--- config.mk ---
export PLATFORM = sky130hd
export DESIGN_NAME = pwrbus_decoder
export DESIGN_NICKNAME = d
export VERILOG_FILES = /design/src/rtl/pwrbus_pkg.sv /design/src/rtl/pwrbus_field_split.sv /design/src/rtl/pwrbus_res_match.sv /design/src/rtl/pwrbus_decoder.sv
export SDC_FILE = /design/constraint.sdc
export NUM_CORES = 1
export LEC_CHECK = 0
export ABC_AREA = 1
export BUFFER_PORTS_ARGS = -buffer_cell sky130_fd_sc_hd__buf_2
export CAP_MARGIN = 0
export CORE_ASPECT_RATIO = 1.1
export CORE_MARGIN = 2
export CORE_UTILIZATION = 45
export DETAILED_ROUTE_END_ITERATION = 16
export PLACE_DENSITY_LB_ADDON = 0.2
export SYNTH_ARGS = -nofsm -noshare
export SYNTH_HDL_FRONTEND = slang
export SYNTH_SLANG_ARGS = --single-unit
--- constraint.sdc ---
create_clock -name clk -period 1 [get_ports clk]
set_input_delay 0.1 -clock clk [delete_from_list [all_inputs] [get_ports clk]]
set_output_delay 0.1 -clock clk [all_outputs]
set_load 0.1 [all_outputs]
--- src/rtl/pwrbus_pkg.sv ---
package pwrbus_pkg;

    localparam int STATE_W = 4;
    localparam int ID_W    = 8;
    localparam int DEVG_W  = 3;
    localparam int MASK_W  = 3;
    localparam int T2_W    = 2;
    localparam int MSG_W   = DEVG_W + 1 + MASK_W + T2_W + MASK_W + STATE_W;

    typedef logic [STATE_W-1:0] pstate_t;

    localparam pstate_t ST_OFF    = 4'h0;
    localparam pstate_t ST_SLEEP  = 4'h8;
    localparam pstate_t ST_ACTIVE = 4'hE;
    localparam pstate_t ST_WRST   = 4'hF;

    // Decoded view of one message; id overlaps the broadcast mask fields.
    typedef struct packed {
        logic [DEVG_W-1:0] devg;
        logic              bcast;
        logic [ID_W-1:0]   id;
        logic [MASK_W-1:0] grp_mask;
        logic [T2_W-1:0]   type2;
        logic [MASK_W-1:0] type_mask;
        pstate_t           state;
    } pmsg_t;

    function automatic logic state_is_legal(input pstate_t s);
        logic ok;
        case (s)
            ST_OFF, ST_SLEEP, ST_ACTIVE, ST_WRST: ok = 1'b1;
            default:                              ok = 1'b0;
        endcase
        return ok;
    endfunction

endpackage

--- src/rtl/pwrbus_field_split.sv ---
module pwrbus_field_split
    import pwrbus_pkg::*;
(
    input  logic [MSG_W-1:0] raw,
    output pmsg_t            fields,
    output logic             legal
);

    always_comb begin
        fields.devg      = raw[15:13];
        fields.bcast     = raw[12];
        fields.id        = raw[11:4];
        fields.grp_mask  = raw[11:9];
        fields.type2     = raw[8:7];
        fields.type_mask = raw[6:4];
        fields.state     = raw[3:0];
        legal            = state_is_legal(raw[3:0]);
    end

endmodule

--- src/rtl/pwrbus_res_match.sv ---
module pwrbus_res_match
    import pwrbus_pkg::*;
#(
    parameter logic [ID_W-1:0]   RES_ID   = 8'h00,
    parameter logic [1:0]        RES_GRP  = 2'd0,
    parameter logic [1:0]        RES_TYPE = 2'd0,
    parameter logic [T2_W-1:0]   RES_T2   = 2'd0,
    parameter logic [DEVG_W-1:0] RES_DEVM = 3'b001
) (
    input  pmsg_t fields,
    output logic  hit
);

    localparam logic [MASK_W-1:0] GRP_BIT  = MASK_W'(1) << RES_GRP;
    localparam logic [MASK_W-1:0] TYPE_BIT = MASK_W'(1) << RES_TYPE;

    logic dev_ok;
    logic sel_ok;

    always_comb begin
        dev_ok = (fields.devg == '0) || (|(fields.devg & RES_DEVM));
        if (fields.bcast) begin
            sel_ok = (|(fields.grp_mask & GRP_BIT))
                  && (|(fields.type_mask & TYPE_BIT))
                  && (fields.type2 == RES_T2);
        end else begin
            sel_ok = (fields.id == RES_ID);
        end
        hit = dev_ok && sel_ok;
    end

endmodule

--- src/rtl/pwrbus_decoder.sv ---
module pwrbus_decoder
    import pwrbus_pkg::*;
#(
    parameter int NUM_RES = 8,
    parameter logic [NUM_RES*ID_W-1:0]   RES_ID   =
        {8'h1B, 8'h19, 8'h17, 8'h10, 8'h0F, 8'h07, 8'h06, 8'h05},
    parameter logic [NUM_RES*2-1:0]      RES_GRP  =
        {2'd1, 2'd0, 2'd2, 2'd2, 2'd1, 2'd1, 2'd0, 2'd0},
    parameter logic [NUM_RES*2-1:0]      RES_TYPE =
        {2'd2, 2'd2, 2'd0, 2'd2, 2'd1, 2'd0, 2'd1, 2'd0},
    parameter logic [NUM_RES*T2_W-1:0]   RES_T2   =
        {2'd2, 2'd0, 2'd1, 2'd0, 2'd1, 2'd0, 2'd0, 2'd0},
    parameter logic [NUM_RES*DEVG_W-1:0] RES_DEVM =
        {3'b010, 3'b111, 3'b100, 3'b011, 3'b100, 3'b001, 3'b010, 3'b001}
) (
    input  logic                       clk,
    input  logic                       rst_n,
    input  logic                       msg_valid,
    input  logic [MSG_W-1:0]           msg_data,
    output logic [NUM_RES*STATE_W-1:0] res_state,
    output logic                       bad_state
);

    typedef struct packed {
        logic [NUM_RES-1:0][STATE_W-1:0] st;
        logic                            bad;
    } dec_reg_t;

    dec_reg_t          reg_d;
    dec_reg_t          reg_q;
    pmsg_t             fields;
    logic              legal;
    logic [NUM_RES-1:0] hit;

    pwrbus_field_split u_split (
        .raw    (msg_data),
        .fields (fields),
        .legal  (legal)
    );

    for (genvar gi = 0; gi < NUM_RES; gi++) begin : g_res
        pwrbus_res_match #(
            .RES_ID   (RES_ID  [gi*ID_W   +: ID_W]),
            .RES_GRP  (RES_GRP [gi*2      +: 2]),
            .RES_TYPE (RES_TYPE[gi*2      +: 2]),
            .RES_T2   (RES_T2  [gi*T2_W   +: T2_W]),
            .RES_DEVM (RES_DEVM[gi*DEVG_W +: DEVG_W])
        ) u_match (
            .fields (fields),
            .hit    (hit[gi])
        );
    end

    always_comb begin
        reg_d     = reg_q;
        reg_d.bad = 1'b0;
        if (msg_valid) begin
            if (!legal) begin
                reg_d.bad = 1'b1;
            end else begin
                for (int i = 0; i < NUM_RES; i++) begin
                    if (hit[i]) begin
                        reg_d.st[i] = fields.state;
                    end
                end
            end
        end
    end

    always_ff @(posedge clk) begin
        if (!rst_n) begin
            reg_q.st  <= '{default: ST_OFF};
            reg_q.bad <= 1'b0;
        end else begin
            reg_q <= reg_d;
        end
    end

    assign res_state = reg_q.st;
    assign bad_state = reg_q.bad;

endmodule

==> out/qor.yml <==
sta:
  tns_ps: 0
  finalSetupViolCount: 0
  tightestPinTransition_ps: 326
  hold_viol: 0
  worst_hold_slack_ps: 70.5
  min_period_ps: 979
  finalCritPeriodShare: 0.979
  skew_ps: 0
  drv_slew: 0
  clock.fmax_mhz: 1020
  max_slew_margin: 0.782
  rsz0062_at_grt: "true"
  finalWorstSetupSlack_ps: 20.7
pwr:
  power_density_nw_per_um2: 1180
  finalPower_mw: 3.29
  ir_drop_mv: 1.01
  p_leak_nw: 1.22
synthesis:
  synth_top_cell_by_area: "dfxtp_1"
  yosysTopAreaCellShare: 0.394
  yosys.cell_types.count: 17
  synth_mux_area_frac: 0
  synth_compound_area_frac: 0.152
  avgSynthCellArea_sq_um: 6.90
  netlist_top_cells_area: "dfxtp_1 (39%), nand2_1 (14%), a21oi_1 (10%)"
  ys_seq_elements: 33
  synthesis.area_sq_um: 1680
  synth_warnings: 0
  yosys.area_share.simple: 0.397
  synth_top_family_by_area: "simple AND/OR/NAND/NOR gates"
  synth_fa_ha_area_frac: 0
  synth_fp_nets: 262
  yosysSeqAreaShare: 0.394
  synth_cells: 243
  synth_xor_area_frac: 0
  ys.flop_type: "dfxtp_1"
  synth_edf_count: 0
  async_flop_share: 0
floorplanning:
  dieArea_sq_um: 4230
  coreArea_sq_um: 3600
  fp-row-count: 23
  die_w_um: 62.2
  die_h_um: 68.0
  num_io_pins: 52
  floorplan.initialDensity: 0.466
layout:
  final_layout_size_suffix_gt1_frac: 0.424
  fillers: 258
  seqCellArea_sq_um: 702
  layout_commonest_cell: "nand2_1"
  layout_common_cells: "nand2_1 (62), nor2_1 (40), buf_12 (35), a21oi_1 (34), dfxtp_2 (33)"
  syn_to_final_growth_pct: 66.4
  multi_input_area_sq_um: 963
  diodes: 0
  finalNetCount: 334
placed_design:
  gp_congestion: 0.931
  place_ws_ps: -289
  numPortBuffers: 51
  post-dp-hpwl_um: 3400
min_path:
  min_path_type: "in2reg"
drt:
  wl_per_cell_um: 12.7
  drt_iter0_drc: 135
  first_pass_iters: 4
  dr_total_vias: 1869
  postRouteAntennaNets: 0
  drc_errors: 0
  wirelength_um: 4660
  drt-vias-per-instance: 5.11
global_route:
  grt_pass1_wl_um: 7530
  globalRouteTotalUtil: 0.230
  antenna_found_initial: 0
  grt_max_degree: 26
  gr-total-overflow: 0
  grt_pass1_vias: 1740
critical_path:
  cp_max_fo: 4
  worst_setup_path_end_kind: "flop"
  critPathMaxStageDelay_ps: 270
  critical_path_buf_inv_count: 2
  cpMaxStageDelayCell: "o21ai_2"
  reg2reg_slack_ps: 350
  crit_family: "simple AND/OR/NAND/NOR gates"
  required_ps: 1220
  critPathLaunchType: "primary input"
  critPathKind: "in2reg"
  path_cells: "buf_2 > nor2_2 > nand3_2 > o21ai_2 > buf_4 > a21oi_1 > nor2_1"
  arrival_ps: 1200
run:
  maxCapViolations: 0
cts:
  clock-sinks: 33
  cts_buffers: 5
  cts_root_buffer: "clkbuf_8"
  cts_tree: "done"
  cts_hold_buf: 0
  clk_pin_slew_ps: 70
  cts_max_level: 2
  clk_latency_ps: 290
  clock_path_buffers: 2
run_status:
  status: "complete, no violations"
worst reg2reg max path, stage by stage, from the launching register on:
cell	delay, ps
dfxtp_2	340
a21oi_1	120
nor2_1	80
worst paths after layout:
| path | from | to | depth (start not counted) |
|---|---|---|---|
| worst max-delay path | msg_data[11] | res_state[18] | 7 |
| worst min-delay path | msg_valid | bad_state | 3 |
| worst max register to register | res_state[5] | res_state[5] | 2 |
| worst min register to register | res_state[15] | res_state[15] | 2 |
what timing repair did:
item	in CTS	in global routing
endpoints found under the setup margin	0	32
gates resized for setup	0	6
buffers inserted	0	2
layout make-up:
cell class,instances,area share
multi-input cells,188,0.345
well taps,50,0.0224
flip-flops and latches,33,0.251
clock inverters,2,0.00359
clock buffers,6,0.0260
inverters,18,0.0251
repair buffers,69,0.326
cell families (layout without fill, tap and decap cells):
logic type,after synthesis,count (layout)
buf+inv,22,95
flops,33,33
compound gates,44,44
simple gates,144,144
state kept, by name (all words and copies together), names as in the netlist:
signal     cells
bad_state      1
res_state     32
synth_stat cells (2+ instances only):
cell / count
o21bai_1: 2
nor2_4: 9
nor2_1: 41
inv_1: 16
dfxtp_1: 33
o21ai_2: 8
buf_4: 3
nand3_1: 27
a21oi_1: 34
nand4_1: 2
nand2_1: 62
layer usage:
| layer | vias up | track usage | wire (um) |
|---|---|---|---|
| met3 | 11 | 0.0609 | 308 |
| li1 | 936 | - | - |
| met1 | 842 | 0.268 | 1900 |
| met5 | - | 0 | 0 |
| met4 | 0 | 0.103 | 111 |
| met2 | 80 | 0.406 | 2330 |
power breakdown:
group	internal [mW]	switching [mW]	total, mW
clock	0.482	0.493	0.975
sequential	1.36	0.0418	1.40
combinational	0.327	0.589	0.916
metrics by stage:
stage / std cells / area, sq um / utilization
floorplan: 243 / 1730 / -
detailed placement: 356 / 2650 / 0.736
finish: 366 / 2790 / 0.776
global route: 366 / 2790 / 0.776
global placement: 356 / 2650 / 0.736
CTS: 364 / 2730 / 0.759
Power figures use the tool's default switching activity.
